[src/rtl/dma_pkg.sv]
package dma_pkg;
  localparam int unsigned REGS_PER_CH = 4;

  // control word bit positions
  localparam int CB_EN   = 0;
  localparam int CB_GO   = 1;
  localparam int CB_SINC = 2;
  localparam int CB_DINC = 3;
  localparam int CB_BL   = 4;
  localparam int CB_SEL  = 6;
  localparam int CB_HW   = 9;
  localparam int CB_PRI  = 10;

  typedef enum logic [1:0] {ST_IDLE, ST_RD, ST_WR} dma_st_e;

  function automatic logic [3:0] burst_words(input logic [1:0] code);
    case (code)
      2'd1:    return 4'd4;
      2'd2:    return 4'd8;
      default: return 4'd1;
    endcase
  endfunction
endpackage

[src/rtl/dma_arb.sv]
module dma_arb #(
  parameter int unsigned NCH = 3,
  parameter int unsigned PW  = 3,
  localparam int unsigned IW = (NCH > 1) ? $clog2(NCH) : 1
) (
  input  logic [NCH-1:0]         ready_i,
  input  logic [NCH-1:0][PW-1:0] prio_i,
  output logic                   valid_o,
  output logic [IW-1:0]          win_o
);
  logic [PW-1:0] best;

  // strict greater-than keeps the lowest index on a tie
  always_comb begin
    valid_o = 1'b0;
    win_o   = '0;
    best    = '0;
    for (int i = 0; i < NCH; i++) begin
      if (ready_i[i] && (!valid_o || prio_i[i] > best)) begin
        valid_o = 1'b1;
        win_o   = IW'(i);
        best    = prio_i[i];
      end
    end
  end
endmodule

[src/rtl/dma_chan.sv]
module dma_chan
  import dma_pkg::*;
#(
  parameter int unsigned AW   = 32,
  parameter int unsigned CW   = 16,
  parameter int unsigned NREQ = 7,
  parameter int unsigned PW   = 3,
  localparam int unsigned SW  = $clog2(NREQ + 1)
) (
  input  logic            clk_i,
  input  logic            rst_ni,
  input  logic            wr_i,
  input  logic [1:0]      wsel_i,
  input  logic [31:0]     wdata_i,
  input  logic [NREQ-1:0] hw_req_i,
  input  logic            step_i,
  input  logic            err_i,
  output logic [AW-1:0]   src_o,
  output logic [AW-1:0]   dst_o,
  output logic [CW-1:0]   cnt_o,
  output logic [31:0]     ctl_o,
  output logic [1:0]      burst_o,
  output logic [PW-1:0]   prio_o,
  output logic            active_o,
  output logic            done_o,
  output logic            fault_o
);
  logic [AW-1:0] src_q, dst_q;
  logic [CW-1:0] cnt_q;
  logic          en_q, act_q, sinc_q, dinc_q, hw_q;
  logic [1:0]    bl_q;
  logic [SW-1:0] sel_q;
  logic [PW-1:0] pri_q;
  logic [2**SW-1:0] req_pad;
  logic          hw_fire;

  // top select code(s) beyond NREQ map to constant-low lines
  assign req_pad = {{(2**SW - NREQ){1'b0}}, hw_req_i};
  assign hw_fire = en_q & hw_q & req_pad[sel_q] & ~act_q;
  assign done_o  = act_q & (cnt_q == '0);
  assign fault_o = act_q & err_i;

  always_ff @(posedge clk_i or negedge rst_ni) begin
    if (!rst_ni) begin
      src_q <= '0; dst_q <= '0; cnt_q <= '0;
      en_q <= 1'b0; act_q <= 1'b0; sinc_q <= 1'b0; dinc_q <= 1'b0;
      hw_q <= 1'b0; bl_q <= '0; sel_q <= '0; pri_q <= '0;
    end else begin
      if (wr_i) begin
        unique case (wsel_i)
          2'd0: src_q <= wdata_i[AW-1:0];
          2'd1: dst_q <= wdata_i[AW-1:0];
          2'd2: cnt_q <= wdata_i[CW-1:0];
          2'd3: begin
            en_q   <= wdata_i[CB_EN];
            sinc_q <= wdata_i[CB_SINC];
            dinc_q <= wdata_i[CB_DINC];
            bl_q   <= wdata_i[CB_BL +: 2];
            sel_q  <= wdata_i[CB_SEL +: SW];
            hw_q   <= wdata_i[CB_HW];
            pri_q  <= wdata_i[CB_PRI +: PW];
            if (wdata_i[CB_EN] && wdata_i[CB_GO]) act_q <= 1'b1;
            else if (!wdata_i[CB_EN])             act_q <= 1'b0;
          end
        endcase
      end
      if (hw_fire) act_q <= 1'b1;
      if (step_i) begin
        if (sinc_q) src_q <= src_q + AW'(4);
        if (dinc_q) dst_q <= dst_q + AW'(4);
        cnt_q <= cnt_q - CW'(1);
      end
      if (done_o || fault_o) begin
        act_q <= 1'b0;
        en_q  <= 1'b0;
      end
    end
  end

  always_comb begin
    ctl_o = '0;
    ctl_o[CB_EN]         = en_q;
    ctl_o[CB_GO]         = act_q;
    ctl_o[CB_SINC]       = sinc_q;
    ctl_o[CB_DINC]       = dinc_q;
    ctl_o[CB_BL +: 2]    = bl_q;
    ctl_o[CB_SEL +: SW]  = sel_q;
    ctl_o[CB_HW]         = hw_q;
    ctl_o[CB_PRI +: PW]  = pri_q;
  end

  assign src_o    = src_q;
  assign dst_o    = dst_q;
  assign cnt_o    = cnt_q;
  assign burst_o  = bl_q;
  assign prio_o   = pri_q;
  assign active_o = act_q;
endmodule

[src/rtl/dma_engine.sv]
module dma_engine
  import dma_pkg::*;
#(
  parameter int unsigned NCH  = 3,
  parameter int unsigned NREQ = 7,
  parameter int unsigned AW   = 32,
  parameter int unsigned CW   = 16,
  parameter int unsigned PW   = 3,
  localparam int unsigned RAW  = $clog2(REGS_PER_CH * NCH + 2),
  localparam int unsigned IW   = (NCH > 1) ? $clog2(NCH) : 1,
  localparam int unsigned ELSB = (NCH > 4) ? NCH : 4
) (
  input  logic            clk_i,
  input  logic            rst_ni,
  input  logic            cfg_we_i,
  input  logic [RAW-1:0]  cfg_addr_i,
  input  logic [31:0]     cfg_wdata_i,
  output logic [31:0]     cfg_rdata_o,
  input  logic [NREQ-1:0] hw_req_i,
  output logic            mem_req_o,
  output logic            mem_we_o,
  output logic [AW-1:0]   mem_addr_o,
  output logic [31:0]     mem_wdata_o,
  input  logic            mem_gnt_i,
  input  logic [31:0]     mem_rdata_i,
  input  logic            mem_err_i,
  output logic            irq_o
);
  localparam logic [RAW-1:0] A_STAT = RAW'(REGS_PER_CH * NCH);
  localparam logic [RAW-1:0] A_MASK = RAW'(REGS_PER_CH * NCH + 1);

  logic [NCH-1:0][AW-1:0] src, dst;
  logic [NCH-1:0][CW-1:0] cnt;
  logic [NCH-1:0][31:0]   ctl;
  logic [NCH-1:0][1:0]    bl;
  logic [NCH-1:0][PW-1:0] pri;
  logic [NCH-1:0] active, done_p, fault_p, step, ferr, ready;
  logic [NCH-1:0] done_q, err_q, mask_q, dclr, eclr;

  dma_st_e       state_q;
  logic [IW-1:0] cur_q, win;
  logic [3:0]    beats_q, blen, first;
  logic [31:0]   data_q, stat_rd;
  logic          win_vld, xfer_ok, xfer_bad;
  logic [RAW-3:0] ch_sel;

  assign ch_sel = cfg_addr_i[RAW-1:2];

  for (genvar g = 0; g < NCH; g++) begin : g_ch
    logic wr_ch;
    assign wr_ch    = cfg_we_i && (cfg_addr_i < A_STAT) && (ch_sel == (RAW-2)'(g));
    assign ready[g] = active[g] && (cnt[g] != '0);
    dma_chan #(.AW(AW), .CW(CW), .NREQ(NREQ), .PW(PW)) u_chan (
      .clk_i, .rst_ni,
      .wr_i(wr_ch), .wsel_i(cfg_addr_i[1:0]), .wdata_i(cfg_wdata_i),
      .hw_req_i, .step_i(step[g]), .err_i(ferr[g]),
      .src_o(src[g]), .dst_o(dst[g]), .cnt_o(cnt[g]), .ctl_o(ctl[g]),
      .burst_o(bl[g]), .prio_o(pri[g]), .active_o(active[g]),
      .done_o(done_p[g]), .fault_o(fault_p[g])
    );
  end

  dma_arb #(.NCH(NCH), .PW(PW)) u_arb (
    .ready_i(ready), .prio_i(pri), .valid_o(win_vld), .win_o(win)
  );

  // a burst only when enough words remain, else one single word
  assign blen  = burst_words(bl[win]);
  assign first = (CW'(blen) <= cnt[win]) ? blen : 4'd1;

  assign mem_req_o   = (state_q != ST_IDLE);
  assign mem_we_o    = (state_q == ST_WR);
  assign mem_addr_o  = (state_q == ST_WR) ? dst[cur_q] : src[cur_q];
  assign mem_wdata_o = data_q;
  assign xfer_ok     = mem_req_o && mem_gnt_i && !mem_err_i;
  assign xfer_bad    = mem_req_o && mem_gnt_i && mem_err_i;
  assign step        = (state_q == ST_WR && xfer_ok) ? (NCH'(1) << cur_q) : '0;
  assign ferr        = xfer_bad ? (NCH'(1) << cur_q) : '0;

  always_ff @(posedge clk_i or negedge rst_ni) begin
    if (!rst_ni) begin
      state_q <= ST_IDLE;
      cur_q   <= '0;
      beats_q <= '0;
      data_q  <= '0;
    end else begin
      unique case (state_q)
        ST_IDLE: if (win_vld) begin
          cur_q   <= win;
          beats_q <= first;
          state_q <= ST_RD;
        end
        ST_RD: begin
          if (xfer_bad) state_q <= ST_IDLE;
          else if (xfer_ok) begin
            data_q  <= mem_rdata_i;
            state_q <= ST_WR;
          end
        end
        ST_WR: begin
          if (xfer_bad) state_q <= ST_IDLE;
          else if (xfer_ok) begin
            beats_q <= beats_q - 4'd1;
            state_q <= (beats_q == 4'd1) ? ST_IDLE : ST_RD;
          end
        end
        default: state_q <= ST_IDLE;
      endcase
    end
  end

  assign dclr = (cfg_we_i && cfg_addr_i == A_STAT) ? cfg_wdata_i[NCH-1:0] : '0;
  assign eclr = (cfg_we_i && cfg_addr_i == A_STAT) ? cfg_wdata_i[ELSB +: NCH] : '0;

  // set wins over a same-cycle clear
  always_ff @(posedge clk_i or negedge rst_ni) begin
    if (!rst_ni) begin
      done_q <= '0;
      err_q  <= '0;
      mask_q <= '0;
    end else begin
      done_q <= (done_q & ~dclr) | done_p;
      err_q  <= (err_q & ~eclr) | fault_p;
      if (cfg_we_i && cfg_addr_i == A_MASK) mask_q <= cfg_wdata_i[NCH-1:0];
    end
  end

  assign irq_o = |((done_q | err_q) & mask_q);

  always_comb begin
    stat_rd = '0;
    stat_rd[NCH-1:0]     = done_q;
    stat_rd[ELSB +: NCH] = err_q;
  end

  always_comb begin
    cfg_rdata_o = '0;
    if (cfg_addr_i < A_STAT) begin
      unique case (cfg_addr_i[1:0])
        2'd0: cfg_rdata_o = 32'(src[ch_sel]);
        2'd1: cfg_rdata_o = 32'(dst[ch_sel]);
        2'd2: cfg_rdata_o = 32'(cnt[ch_sel]);
        2'd3: cfg_rdata_o = ctl[ch_sel];
      endcase
    end else if (cfg_addr_i == A_STAT) begin
      cfg_rdata_o = stat_rd;
    end else if (cfg_addr_i == A_MASK) begin
      cfg_rdata_o = 32'(mask_q);
    end
  end
endmodule

[config.mk]
export PLATFORM = sky130hd
export DESIGN_NAME = dma_engine
export DESIGN_NICKNAME = d
export VERILOG_FILES = /design/src/rtl/dma_pkg.sv /design/src/rtl/dma_arb.sv /design/src/rtl/dma_chan.sv /design/src/rtl/dma_engine.sv
export SDC_FILE = /design/constraint.sdc
export NUM_CORES = 1
export LEC_CHECK = 0
export ABC_AREA = 1
export BUFFER_PORTS_ARGS = -buffer_cell sky130_fd_sc_hd__buf_2
export CORE_MARGIN = 2
export CORE_UTILIZATION = 30
export DETAILED_ROUTE_END_ITERATION = 10
export GPL_ROUTABILITY_DRIVEN = 0
export PLACE_DENSITY = 0.42
export SETUP_SLACK_MARGIN = 0.4
export SKIP_LAST_GASP = 1
export SLEW_MARGIN = 10
export SYNTH_ARGS = -nofsm -noshare
export SYNTH_HDL_FRONTEND = slang
export SYNTH_HIERARCHICAL = 1
export SYNTH_SLANG_ARGS = --single-unit
export TNS_END_PERCENT = 100
[constraint.sdc]
create_clock -name clk_i -period 9.2 [get_ports clk_i]
set_input_delay 0 -clock clk_i [delete_from_list [all_inputs] [get_ports clk_i]]
set_output_delay 0 -clock clk_i [all_outputs]
set_load 0.01 [all_outputs]
==> flow_summary.toml, run 1 <==
[synth]
avgSynthCellArea_um2 = 6.457
ys.flop_type = "dfrtp_1"
ys_seq_area_share_pct = 30.98
yosysUniqueCellTypes = 58
synth-seq-cells = 328
synthTopCellsByArea = "dfrtp_1, nand2_1, o21ai_0, nor2_1, inv_1"
syn_area_um2 = 26490
yosysTopAreaCell = "dfrtp_1"
synth_commonest_cells = "nand2_1, nor2_1, inv_1"
yosys_warnings = 6
async_flop_share_pct = 100.0
yosysMostFrequentCell = "nand2_1"
synthCells = 4103
synth_edf_count = 0
synth_top_area_share_pct = 30.98

[power_and_ir_drop]
p_leak_nw = 13.99
power_frac_clock_pct = 25.5
power_density_nw_per_um2 = 250.7
p_sw_mw = 3.538
p_int_mw = 4.056
p_seq_share_pct = 34.5
vdd_drop_max_v = 0.0001740
switching_share_pct = 46.59
combPwrFrac_pct = 40.0

[worst_setup_path]
worst-setup-path-type = "flop to flop"
cp-end-kind = "flop"
reg2regPathDepth = 36
crit_arrival_ns = 6.10
worst_path_dominant_cell_family = "simple AND/OR/NAND/NOR gates"
crit_path_frequent_cell = "nand2_1"
path_buf_inv = 3
cp.required_ns = 9.71
slowest_stage = "a21boi_0"
cp.depth = 36
critPathLaunchType = "flop"
path_max_fanout = 10
max_stage_delay_ns = 0.66

[floorplanning]
fp.dieW_um = 301.2
ios = 179
die_y_um = 301.2
coreArea_um2 = 87160
die-area_um2 = 90700
initial_core_util_pct = 30.39
num_rows = 108

[clocking]
cts-htree-levels = 2
clk_latency_ns = 0.62
cts_resized = 0
cts-root-buf = "clkbuf_16"
cts_tree = "built"
numCtsBuffers = 46
clockBufferDepth = 3
cts.reportedPaths.clkPinSlew_ns = 0.06
clock_sinks = 328

[final_layout]
fillCellCount = 9687
postLayoutCellArea_um2 = 30300
num-nets-final = 4362
area_growth_pct = 14.37
drive_above_1_share_pct = 10.76

[grt]
grt_pass1_wl_mm = 190.3
grt_max_degree = 86
gr-total-overflow = 0
first_global_vias = 27130
grt_usage_pct = 28.59
antenna_found_initial = 7

[hold_path]
hp-class = "input pin to async pin"

[sta]
layout_worst_path_cycle_share_pct = 60.73
slew_viol_final = 0
setup-tns-final_ns = 0
hold_violations = 0
min_period_ns = 5.587
setup_viol = 0
worst_pin_slew_ns = 1.119
clock.fmax_ghz = 0.1790
finClkSkew_ns = 0.01766
max_slew_margin_pct = 25.32
grt_setup_unrepaired = "no"

[job]
drv_cap = 0

[drt]
route.vias.total = 29110
drt_first_pass_iters = 6
routed_wl_mm = 131.6
route.detailed.drc = 0
drt_iter0_drc = 3071
viasPerCell = 5.340
wl_per_cell_um = 24.14
ant_nets = 0

[outcome]
status = "completed"

[place]
hpwl_mm = 97.50
postPlaceCellArea_um2 = 27910
port-buffer-count = 178
-- registers in the layout (all words and copies together) (netlist names), 4 cells and up --
signal,cells
beats_q,4
g_ch.u_chan/src_o,96
g_ch.u_chan/dst_o,96
g_ch.u_chan/cnt_o,48
g_ch.u_chan/sel_q,9
g_ch.u_chan/prio_o,9
mem_wdata_o,32
g_ch.u_chan/burst_o,6
-- worst reg2reg max path: cells and delay by family (launching register included) --
family,cells,cell delay [ns]
flip-flops,1,0.46
AO/OA/AOI/OAI,4,1.07
adder cells (fa/ha/maj),4,1.16
buffers and inverters,3,0.37
AND/OR/NAND/NOR,25,2.43
-- placed cells by master (no fill, tap or decap), drive strengths merged, types with 3 or more instances in the layout --
master and count:
a41oi 7, o221ai 22, diode 3, a22oi 11, dlygate4sd3 80, o31ai 4
buf 221, nand2 1083, xnor2 4, dfrtp 328, nand3 206, a31oi 16
nor3 18, ha 25, clkbuf 71, o21ai 429, o21bai 5, a22o 6
a32oi 10, a21o 3, mux2 33, o22ai 38, conb 57, a21oi 343
o21a 12, clkinv 7, a211oi 25, bufinv 4, a221oi 60, nor2 573
o211ai 46, nor4 3, xor2 4, inv 492, nand4 35
-- cell families after synthesis --
family / synth area share, %
muxes: 1.403
adders and majority gates: 1.181
buffers and inverters: 12.55
other: 0.04250
DFF: 30.98
and+or+nand+nor: 30.86
AOI/OAI and AO/OA: 22.71
xor gates and xnor gates: 0.2645
-- layout make-up --
class                      count  area, um^2  share of cell area [%]
antenna                        3       7.507                 0.02478
clock buffer                  71        1396                   4.609
clock inverter                13       183.9                  0.6071
inverter                     490        1842                   6.079
multi-input combinational   3090       15190                   50.14
sequential                   328        8208                   27.09
tap                         1155        1445                   4.770
timing repair buffer         301        2024                   6.682
-- layer usage --
metal / up-vias / track usage [%] / share of wire (%)
li1: 13750 / - / -
met1: 14120 / 41.58 / 46
met2: 1092 / 43.93 / 44
met3: 148 / 4.719 / 8.2
met4: 4 / 6.669 / 2.4
met5: - / 0 / 0.024
-- power groups by stage --
stage                     registers (mW)  logic (mW)  clock network (mW)
after global routing                2.69        3.37                2.04
final                               2.62        3.03                1.94
after floorplan                     2.36        1.94                   0
after global placement              2.61        2.96                   0
after detailed placement            2.61        2.95                   0
after CTS                           2.59        2.99                1.99
-- worst paths after layout --
check                                               startpoint  slack [ns]                                  end
setup / recovery           g_ch[0].u_chan/cnt_o[7]$_DFFE_PN0P_        3.61               beats_q[0]$_DFFE_PN0P_
hold / removal                                          rst_ni        0.01  g_ch[2].u_chan/cnt_o[8]$_DFFE_PN0P_
setup reg to reg           g_ch[0].u_chan/cnt_o[7]$_DFFE_PN0P_        3.61               beats_q[0]$_DFFE_PN0P_
hold reg to reg            g_ch[0].u_chan/src_o[1]$_DFFE_PN0P_        0.49  g_ch[0].u_chan/src_o[1]$_DFFE_PN0P_
max in group asynchronous                               rst_ni        7.70   g_ch[2].u_chan/src_o[17]$_DFF_PN0_
min in group clk_i                                 hw_req_i[1]        0.02  g_ch[0].u_chan/active_o$_DFFE_PN0P_
-- what timing repair did --
item	CTS	global route
setup buffers	0	0
hold endpoints to repair	294	0
hold buffers	80	0
-- stage by stage --
stage | setup slack [ns] | instances | util, % | power [mW] | hold slack (ns)
floorplan | 4.973 | 4157 | - | 4.302 | -0.2956
global placement | 3.772 | 5284 | 32.02 | 5.569 | 0.07703
detailed placement | 3.777 | 5284 | 32.02 | 5.561 | 0.09054
CTS | 3.774 | 5448 | 34.75 | 7.573 | 0.003681
global route | 3.053 | 5448 | 34.75 | 8.101 | 0.05589
finish | 3.613 | 5451 | 34.76 | 7.594 | 0.01491
Note: power is estimated with default switching activity, not from simulation.
==> run 2: changes to the inputs <==
clock period = 5.4 ns   (was 9.2 ns; I/O delays follow)
==> run 2 against run 1 <==
  * Register-to-register slack got worse by 2.8 ns
  * Utilization barely moved
  * Sequential power rose by 70%
  * Critical path depth fell by 1
  * Largest cell class unchanged
  * Highest routed layer unchanged
==> flow_summary.toml, run 2 (synthesized netlist as in run 1, its figures left out) <==
[outcome]
status = "completed"

[floorplanning]
die-area_um2 = 90700
initial_core_util_pct = 30.39
die_y_um = 301.2
ios = 179
num_rows = 108
fp.dieW_um = 301.2
coreArea_um2 = 87160

[final_layout]
area_growth_pct = 14.35
final_common_cell = "nand2_1"
drive_above_1_share_pct = 11.13
num-nets-final = 4366
fillCellCount = 9677
layout_common_cells = "nand2_1, nor2_1, inv_1"

[sta]
hold_violations = 0
setup-tns-final_ns = 0
grt_setup_unrepaired = "no"
setup_viol = 0
worst_pin_slew_ns = 1.180
layout_worst_path_cycle_share_pct = 84.91
max_slew_margin_pct = 21.35
finClkSkew_ns = 0.03736
slew_viol_final = 0
min_period_ns = 4.585
clock.fmax_ghz = 0.2181
fin_hold_ws_ns = 0.007378

[worst_setup_path]
slowest_stage = "dfrtp_2"
crit_path_frequent_cell = "nand2_1"
cp.required_ns = 5.91
startpoint = "g_ch[0].u_chan/cnt_o[7]$_DFFE_PN0P_"
worst-setup-path-type = "flop to flop"
critPathLaunchType = "flop"
crit_arrival_ns = 5.10
r2r-start = "g_ch[0].u_chan/cnt_o[7]$_DFFE_PN0P_"
cp-end-kind = "flop"
path_max_fanout = 8
max_stage_delay_ns = 0.45

[clocking]
clockBufferDepth = 3
cts-root-buf = "clkbuf_16"
numCtsBuffers = 48
clock_sinks = 328
cts_tree = "built"
cts.reportedPaths.clkPinSlew_ns = 0.06
clk_latency_ns = 0.63
cts-htree-levels = 2

[grt]
antenna_found_initial = 13
grt_use_met3_pct = 6.592
gr-total-overflow = 0
met1_usage_pct = 40.13
grt_usage_pct = 28.21
met2_usage_pct = 42.14
busiest_layer = "met2"
first_global_vias = 27320
grt_pass1_wl_mm = 187.4
grt_max_degree = 105

[drt]
ant_nets = 0
route.vias.total = 29000
drt_iter0_drc = 2710
wl_per_cell_um = 23.89
viasPerCell = 5.320
drt_first_pass_iters = 6
route.detailed.drc = 0
routed_wl_mm = 130.3

[power_and_ir_drop]
power_density_nw_per_um2 = 423.8
vdd_drop_max_v = 0.0002059
p_leak_nw = 13.94

[job]
drv_cap = 0

[place]
port-buffer-count = 178
hpwl_mm = 96.47

[hold_path]
hp-class = "input pin to async pin"
-- run 2: changes by cell type in the layout (fill, tap and decap cells not counted), sizes merged --
cell / change
clkinvlp: +3
buf: +2
clkbuf: +2
clkinv: -2
bufinv: -4
-- run 2: layer usage --
metal	routed length [um]	up-vias
met1	59680	13960
met3	10920	179
met4	4004	10
met2	55600	1080
li1	-	13770
met5	75	-
-- run 2: repair_timing --
action / CTS / global route
gates resized for setup: 0 / 20
endpoints found under the hold margin: 294 / 0
setup buffers: 0 / 3
setup endpoints to repair: 0 / 3
hold buffers: 80 / 0
-- run 2: critical path, delay by kind of cell (launching register included) --
kind	cells	cell delay [ns]
compound gates	6	0.73
simple gates	21	1.83
flops	1	0.45
fa+ha+maj	4	1.02
buf+inv	4	0.49
-- run 2: power by group --
| group | switching [mW] | internal (mW) |
|---|---|---|
| Sequential | 1.26 | 3.20 |
| Combinational | 3.46 | 1.79 |
| Clock | 1.34 | 1.79 |
| Total | 6.06 | 6.78 |
-- run 2: path summary, 6_finish.rpt --
| kind | endpoint | slack [ns] | depth (start not counted) |
|---|---|---|---|
| worst max-delay path | beats_q[3]$_DFFE_PN0P_ | 0.82 | 35 |
| worst min-delay path | g_ch[0].u_chan/hw_q$_DFFE_PN0P_ | 0.007 | 2 |
| worst max register to register | beats_q[3]$_DFFE_PN0P_ | 0.82 | 35 |
| worst min register to register | g_ch[2].u_chan/dst_o[1]$_DFFE_PN0P_ | 0.49 | 2 |
| max in group asynchronous | g_ch[1].u_chan/dst_o[20]$_DFF_PN0_ | 4.01 | 3 |
| min in group clk_i | g_ch[0].u_chan/active_o$_DFFE_PN0P_ | 0.14 | 4 |
-- run 2: through the flow --
step                area [um^2]  power (mW)  cells  utilization, %  setup slack [ns]
floorplan                 26690       7.329   4157               -             1.173
global placement          27930       9.504   5283           32.04            0.7451
detailed placement        27930       9.487   5283           32.04            0.7405
CTS                       30220       12.74   5446           34.67            0.7571
global route              30290       13.68   5449           34.75            0.4099
finish                    30290       12.84   5452           34.76            0.8150
-- run 2: cell type report --
class | count | area, um^2 | area share [%]
Clock inverter | 10 | 87.58 | 0.2891
Antenna cell | 3 | 7.507 | 0.02478
Timing Repair Buffer | 303 | 2064 | 6.815
Multi-Input combinational cell | 3090 | 15220 | 50.25
Sequential cell | 328 | 8218 | 27.13
Tap cell | 1155 | 1445 | 4.771
Inverter | 490 | 1842 | 6.080
Clock buffer | 73 | 1405 | 4.638
